===== src/rtl/dram_seq_pkg.sv =====
`timescale 1ns/1ps
// Shared types for the DRAM access controller.
// Assumes: one sequencer state register, one state active at a time.
package dram_seq_pkg;
    typedef enum logic [3:0] {
        ST_IDLE,
        ST_SETUP,
        ST_ROW,
        ST_COL,
        ST_RREL,
        ST_CREL,
        ST_RF_CAS,
        ST_RF_RAS,
        ST_RF_CREL
    } seq_state_e;
endpackage


===== src/rtl/dram_phase_timer.sv =====
`timescale 1ns/1ps
// Phase length counter: flags the last cycle of every PH_CYC-cycle strobe phase.
// Assumes: run is low only in the idle state; PH_CYC >= 1.
module dram_phase_timer #(
    parameter int PH_CYC = 2
) (
    input  logic clk,
    input  logic rst_n,
    input  logic run,
    output logic last
);
    localparam int CW = (PH_CYC > 1) ? $clog2(PH_CYC) : 1;

    logic [CW-1:0] cnt;

    assign last = run && (cnt == CW'(PH_CYC - 1));

    // Count cycles within the current phase, restarting at each phase boundary.
    always_ff @(posedge clk) begin
        if (!rst_n || !run || last) cnt <= '0;
        else                        cnt <= cnt + 1'b1;
    end
endmodule


===== src/rtl/dram_idle_timer.sv =====
`timescale 1ns/1ps
// Idle interval counter: raises due after REF_IDLE consecutive idle cycles.
// Assumes: idle drops whenever the sequencer leaves the idle state; REF_IDLE >= 1.
module dram_idle_timer #(
    parameter int REF_IDLE = 200
) (
    input  logic clk,
    input  logic rst_n,
    input  logic idle,
    output logic due
);
    localparam int IW = $clog2(REF_IDLE + 1);

    logic [IW-1:0] cnt;

    assign due = (cnt == IW'(REF_IDLE));

    // Count idle cycles, saturating at the interval and clearing on any activity.
    always_ff @(posedge clk) begin
        if (!rst_n || !idle) cnt <= '0;
        else if (!due)       cnt <= cnt + 1'b1;
    end
endmodule


===== src/rtl/dram_cfg_regs.sv =====
`timescale 1ns/1ps
// Runtime settings: address-bit count (1..MAX_ABITS) and bank count (1 or 2).
// Assumes: an out-of-range write is dropped silently, keeping the old value.
module dram_cfg_regs #(
    parameter int MAX_ABITS = 12,
    parameter int NB_W      = $clog2(MAX_ABITS + 1)
) (
    input  logic            clk,
    input  logic            rst_n,
    input  logic            cfg_we,
    input  logic            cfg_sel,
    input  logic [NB_W-1:0] cfg_val,
    output logic [NB_W-1:0] abits,
    output logic            dual_bank
);
    logic abits_ok;
    logic banks_ok;

    assign abits_ok = (cfg_val != '0) && (cfg_val <= NB_W'(MAX_ABITS));
    assign banks_ok = (cfg_val == NB_W'(1)) || (cfg_val == NB_W'(2));

    // Accept an in-range address-bit count.
    always_ff @(posedge clk) begin
        if (!rst_n)                           abits <= NB_W'(MAX_ABITS);
        else if (cfg_we && !cfg_sel && abits_ok) abits <= cfg_val;
    end

    // Accept a bank count of 1 or 2.
    always_ff @(posedge clk) begin
        if (!rst_n)                           dual_bank <= 1'b0;
        else if (cfg_we && cfg_sel && banks_ok)  dual_bank <= (cfg_val == NB_W'(2));
    end
endmodule


===== src/rtl/dram_addr_split.sv =====
`timescale 1ns/1ps
// Splits a linear address into row and column fields at a runtime bit count.
// Assumes: abits <= MAX_ABITS; purely combinational.
module dram_addr_split #(
    parameter int MAX_ABITS = 12,
    parameter int NB_W      = $clog2(MAX_ABITS + 1)
) (
    input  logic [2*MAX_ABITS-1:0] addr,
    input  logic [NB_W-1:0]        abits,
    output logic [MAX_ABITS-1:0]   row,
    output logic [MAX_ABITS-1:0]   col
);
    logic [MAX_ABITS-1:0] mask;
    logic [2*MAX_ABITS-1:0] shifted;

    // Build the field mask and both fields.
    always_comb begin
        mask    = ~({MAX_ABITS{1'b1}} << abits);
        shifted = addr >> abits;
        row     = shifted[MAX_ABITS-1:0] & mask;
        col     = addr[MAX_ABITS-1:0] & mask;
    end
endmodule


===== src/rtl/dram_seq_ctrl.sv =====
`timescale 1ns/1ps
// DRAM access controller top: takes byte requests, runs row/column strobe
// sequences on bank 0, and fills idle time with column-first refresh cycles.
// Assumes: asynchronous DRAM without page mode; strobe outputs are decoded
// from the registered state; the data bus is split into out/enable/in.
module dram_seq_ctrl #(
    parameter int MAX_ABITS = 12,
    parameter int DATA_W    = 8,
    parameter int PH_CYC    = 2,
    parameter int REF_IDLE  = 200,
    parameter int NB_W      = $clog2(MAX_ABITS + 1)
) (
    input  logic                   clk,
    input  logic                   rst_n,
    input  logic                   req_valid,
    output logic                   req_ready,
    input  logic                   req_write,
    input  logic [2*MAX_ABITS-1:0] req_addr,
    input  logic [DATA_W-1:0]      req_wdata,
    output logic                   rd_done,
    output logic [DATA_W-1:0]      rd_data,
    input  logic                   cfg_we,
    input  logic                   cfg_sel,
    input  logic [NB_W-1:0]        cfg_val,
    output logic [MAX_ABITS-1:0]   dram_addr,
    output logic [1:0]             dram_ras_n,
    output logic                   dram_cas_n,
    output logic                   dram_we_n,
    output logic [DATA_W-1:0]      dram_dq_o,
    output logic                   dram_dq_oe,
    input  logic [DATA_W-1:0]      dram_dq_i
);
    import dram_seq_pkg::*;

    seq_state_e           st, nxt;
    logic                 last, due, take, in_acc;
    logic [NB_W-1:0]      abits;
    logic                 dual_bank;
    logic [MAX_ABITS-1:0] row_w, col_w, row_q, col_q;
    logic                 wr_q;
    logic [DATA_W-1:0]    wd_q;
    logic [1:0]           rf_ras_n;

    dram_cfg_regs #(.MAX_ABITS(MAX_ABITS), .NB_W(NB_W)) u_cfg (
        .clk(clk), .rst_n(rst_n), .cfg_we(cfg_we), .cfg_sel(cfg_sel),
        .cfg_val(cfg_val), .abits(abits), .dual_bank(dual_bank)
    );

    dram_addr_split #(.MAX_ABITS(MAX_ABITS), .NB_W(NB_W)) u_split (
        .addr(req_addr), .abits(abits), .row(row_w), .col(col_w)
    );

    dram_phase_timer #(.PH_CYC(PH_CYC)) u_phase (
        .clk(clk), .rst_n(rst_n), .run(st != ST_IDLE), .last(last)
    );

    dram_idle_timer #(.REF_IDLE(REF_IDLE)) u_idle (
        .clk(clk), .rst_n(rst_n), .idle(st == ST_IDLE), .due(due)
    );

    assign req_ready = (st == ST_IDLE) && !due;
    assign take      = req_valid && req_ready;
    assign in_acc    = (st == ST_SETUP) || (st == ST_ROW) || (st == ST_COL)
                    || (st == ST_RREL)  || (st == ST_CREL);
    assign rf_ras_n  = dual_bank ? 2'b00 : 2'b10;

    // Choose the next sequencer state; refresh wins only once it is due.
    always_comb begin
        nxt = st;
        case (st)
            ST_IDLE:    if (due) nxt = ST_RF_CAS; else if (req_valid) nxt = ST_SETUP;
            ST_SETUP:   if (last) nxt = ST_ROW;
            ST_ROW:     if (last) nxt = ST_COL;
            ST_COL:     if (last) nxt = ST_RREL;
            ST_RREL:    if (last) nxt = ST_CREL;
            ST_CREL:    if (last) nxt = ST_IDLE;
            ST_RF_CAS:  if (last) nxt = ST_RF_RAS;
            ST_RF_RAS:  if (last) nxt = ST_RF_CREL;
            ST_RF_CREL: if (last) nxt = ST_IDLE;
            default:    nxt = ST_IDLE;
        endcase
    end

    // Hold the sequencer state.
    always_ff @(posedge clk) begin
        if (!rst_n) st <= ST_IDLE;
        else        st <= nxt;
    end

    // Capture the split address, direction and write byte when a request is taken.
    always_ff @(posedge clk) begin
        if (!rst_n) begin
            row_q <= '0;
            col_q <= '0;
            wr_q  <= 1'b0;
            wd_q  <= '0;
        end else if (take) begin
            row_q <= row_w;
            col_q <= col_w;
            wr_q  <= req_write;
            wd_q  <= req_wdata;
        end
    end

    // Sample read data at the end of the column phase and pulse done.
    always_ff @(posedge clk) begin
        if (!rst_n) begin
            rd_data <= '0;
            rd_done <= 1'b0;
        end else begin
            rd_done <= (st == ST_COL) && last && !wr_q;
            if ((st == ST_COL) && last && !wr_q) rd_data <= dram_dq_i;
        end
    end

    // Decode strobes, address and data drive from the current state.
    always_comb begin
        dram_ras_n = 2'b11;
        dram_cas_n = 1'b1;
        dram_addr  = '0;
        dram_dq_o  = wd_q;
        dram_we_n  = !(in_acc && wr_q);
        dram_dq_oe = in_acc && wr_q;
        case (st)
            ST_SETUP:   dram_addr = row_q;
            ST_ROW:     begin dram_addr = row_q; dram_ras_n[0] = 1'b0; end
            ST_COL:     begin dram_addr = col_q; dram_ras_n[0] = 1'b0; dram_cas_n = 1'b0; end
            ST_RREL:    begin dram_addr = col_q; dram_cas_n = 1'b0; end
            ST_RF_CAS:  dram_cas_n = 1'b0;
            ST_RF_RAS:  begin dram_cas_n = 1'b0; dram_ras_n = rf_ras_n; end
            ST_RF_CREL: dram_ras_n = rf_ras_n;
            default:    ;
        endcase
    end
endmodule


===== config.mk =====
export PLATFORM = sky130hd
export DESIGN_NAME = dram_seq_ctrl
export DESIGN_NICKNAME = d
export VERILOG_FILES = /design/src/rtl/dram_seq_pkg.sv /design/src/rtl/dram_phase_timer.sv /design/src/rtl/dram_idle_timer.sv /design/src/rtl/dram_cfg_regs.sv /design/src/rtl/dram_addr_split.sv /design/src/rtl/dram_seq_ctrl.sv
export SDC_FILE = /design/constraint.sdc
export NUM_CORES = 1
export LEC_CHECK = 0
export BUFFER_PORTS_ARGS = -buffer_cell sky130_fd_sc_hd__buf_2
export CAP_MARGIN = 20
export CORE_MARGIN = 3
export CORE_UTILIZATION = 50
export CTS_CLUSTER_SIZE = 12
export DETAILED_ROUTE_END_ITERATION = 6
export PLACE_DENSITY_LB_ADDON = 0.3
export SETUP_SLACK_MARGIN = 0.3
export SLEW_MARGIN = 20
export SYNTH_ARGS = -nofsm -noshare
export SYNTH_HDL_FRONTEND = slang
export SYNTH_HIERARCHICAL = 1
export SYNTH_SLANG_ARGS = --single-unit

===== constraint.sdc =====
create_clock -name clk -period 2.7 [get_ports clk]
set_clock_uncertainty 0.05 [all_clocks]
set_input_delay 0.405 -clock clk [delete_from_list [all_inputs] [get_ports clk]]
set_output_delay 0.405 -clock clk [all_outputs]
set_load 0.05 [all_outputs]

==> results.json <==
{
  "status": "finished, final reports clean",
  "drv_slew": 0,
  "synth_top_area_share_pct": 33.3,
  "syn_area_sq_um": 3610,
  "critPathCaptureType": "primary output",
  "worstMarginPinSlew_ns": 0.619,
  "ios": 85,
  "dpl.hpwl_mm": 6.73,
  "layout.nets": 572,
  "max_slew_margin_pct": 58.5,
  "yosys-top-cells-count": "89 x nand2_1, 60 x dfxtp_1, 44 x a21oi_1",
  "avgSynthCellArea_sq_um": 8.13,
  "setup_viol": 0,
  "dieArea_sq_um": 8270,
  "yosysTopAreaCell": "dfxtp_1",
  "fillCellCount": 673,
  "gp_congestion": 0.877,
  "detail_route.wl_per_cell_um": 14.9,
  "seq_area_frac_synth_pct": 33.3,
  "cp.buffers_inverters": 2,
  "wl_met2_mm": 4.45,
  "vias_per_cell": 5.54,
  "cp.arrival_ns": 1.87,
  "async_flop_share_pct": 0,
  "met1_length_mm": 4.13,
  "die_y_um": 91.0,
  "grt_pass1_vias": 3281,
  "start_kind": "register",
  "sequentialPowerShare_pct": 34.9,
  "n_antenna_cell": 0,
  "dr.pass1.iters": 5,
  "port_buffers": 84,
  "route.met3.wl_um": 532,
  "worstHoldPathCells": 3,
  "drt-total-wl_mm": 9.25,
  "die_x_um": 91.0,
  "grt_pass1_wl_mm": 15.4,
  "antenna_found_initial": 0,
  "synth_seq_cells": 60,
  "crit_family": "flip-flops",
  "top_layer": "met4",
  "whs_ns": 0.254,
  "maxCapViolations": 0,
  "grt_overflow": 0,
  "drive_above_1_share_pct": 26.1,
  "cts_root_buf": "clkbuf_8",
  "drtIter0Drc": 231,
  "syn_inst": 444,
  "crit_type": "register to primary output",
  "critPathMaxFanout": 12,
  "hold_class": "input port to register",
  "hold_viol": 0,
  "core_area_sq_um": 6910,
  "rr_worst_depth": 10,
  "vias": 3432,
  "clkTransAtPathRegs_ns": 0.06,
  "leakage_uw": 0.00182,
  "p_switching_uw": 1310,
  "cts_made_buffers": 9,
  "synth_edf_count": 0,
  "p_per_area_nw_per_um2": 751,
  "critPathMaxStageDelay_ns": 0.48,
  "min_period_ns": 2.33,
  "ir_drop_mv": 0.389,
  "cp_slowest_cell": "dfxtp_2",
  "combPwrFrac_pct": 43.4,
  "yosys_warnings": 6,
  "synth_flop_cell": "dfxtp_1",
  "num_rows": 30,
  "fmax_mhz": 430,
  "final_antenna_net_count": 0,
  "p_sw_share_pct": 41.2,
  "path_cells": "and3b_1 > a21oi_2 > nor2_4 > buf_12 > a22o_1 > buf_2",
  "ctsHtreeMaxLevel": 3,
  "grt_usage_pct": 22.4,
  "tns_ns": 0,
  "cts_tree": "built",
  "cp_data_required_time_ns": 2.25,
  "fin_crit_sh_pct": 86.2,
  "yosysMostFrequentCell": "nand2_1",
  "crit_cells": 6,
  "clk_path_buf_depth": 2,
  "yosys-top-cells-area": "dfxtp_1 33%, nand2_1 9.3%, mux2i_1 9.2%",
  "clock_power_share_pct": 21.7,
  "p_int_uw": 1860,
  "clock_latency_ns": 0.33,
  "postSynthNetCount": 496,
  "synth.distinct_cells": 66,
  "area_growth_pct": 17.1,
  "initial_core_util_pct": 52.3,
  "cts.sinks": 60,
  "grt_max_degree": 34,
  "rsz0062_at_grt": "false",
  "drc": 0
}
[path summary, 6_finish.rpt]
kind | slack (ns) | from | endpoint
hold reg to reg | 0.41 | dram_dq_o[6] | dram_dq_o[6]
setup / recovery | 0.37 | st[2] | dram_addr[0]
hold / removal | 0.25 | dram_dq_i[2] | rd_data[2]
setup reg to reg | 0.56 | u_idle/cnt[0] | row_q[3]
[sequential cells by signal (all words and copies together), names as in the netlist]
register         cells
row_q               12
wr_q                 1
u_idle/cnt           8
u_cfg/abits          4
rd_data              8
u_phase/cnt          1
st                   4
u_cfg/dual_bank      1
col_q               12
dram_dq_o            8
rd_done              1
[final cells by class]
| cell class | instances | area, sq um | area share [%] |
|---|---|---|---|
| flip-flops and latches | 60 | 1200 | 28.5 |
| multi-input cells | 336 | 2140 | 50.6 |
| repair buffers | 97 | 534 | 12.6 |
| inverters | 16 | 60.1 | 1.42 |
| clock inverters | 2 | 10.0 | 0.237 |
| well taps | 96 | 120 | 2.84 |
| clock buffers | 13 | 159 | 3.76 |
[power by group through the flow]
stage               combinational (uW)  sequential [uW]  clock [uW]
floorplan                         1040             1180           0
global placement                  1320             1120           0
detailed placement                1350             1120           0
CTS                               1360             1110         707
global route                      1500             1120         752
finish                            1380             1110         688
[tightest hold or removal path: stages]
cell and delay (ns):
buf_2 0.08, mux2i_1 0.05, nor2_1 0.07
[kinds of logic (layout without fill, tap and decap cells)]
group           count (synthesis)  count (layout)  synth area share, %
compound gates                111             111                 20.6
xor+xnor                        5               5                 1.21
fa+ha+maj                       2               2                0.693
buf+inv                        48             128                 7.76
flops                          60              60                 33.3
mux                            40              40                 12.8
simple gates                  178             178                 23.7
[metal layers]
| metal | vias to the layer above | GRT usage [%] |
|---|---|---|
| met5 | - | 0 |
| met4 | 0 | 5.78 |
| met3 | 12 | 6.21 |
| met2 | 111 | 37.5 |
| met1 | 1594 | 28.5 |
| li1 | 1715 | - |
[cells in the final DEF, fill, tap and decap left out, types with 3 or more instances in the layout]
| cell type | n |
|---|---|
| and3b_1 | 3 |
| a21oi_1 | 43 |
| clkbuf_8 | 11 |
| buf_4 | 11 |
| mux4_2 | 3 |
| buf_2 | 84 |
| a21boi_0 | 3 |
| xnor2_1 | 3 |
| nand3_1 | 9 |
| o211ai_1 | 5 |
| a22o_1 | 12 |
| a21oi_2 | 8 |
| nor3_1 | 12 |
| dfxtp_1 | 59 |
| nand2b_1 | 4 |
| nand2_1 | 89 |
| inv_1 | 13 |
| o21ai_0 | 11 |
| or3_1 | 4 |
| a31oi_1 | 6 |
| nand4_1 | 4 |
| nor2_1 | 29 |
| mux2i_1 | 33 |
[per-stage QoR]
step           setup slack (ns)  total power, uW  instances  area [sq um]  util [%]
5_1_grt                   0.289             3370        620          4230      61.2
3_3_place_gp              0.274             2440        604          4020      58.2
4_1_cts                   0.370             3170        619          4200      60.8
6_report                  0.374             3170        620          4230      61.2
2_1_floorplan             0.360             2220        444          3610         -
3_5_place_dp              0.175             2470        604          4020      58.2
[what timing repair did]
item / 4_1_cts / 5_1_grt
setup buffers: 0 / 1
endpoints found under the setup margin: 12 / 14
gates resized for setup: 3 / 2
hold buffers: 0 / 0
cloned: 0 / 0
pin swaps: 0 / 1
Note: power is estimated with default switching activity, not from simulation.
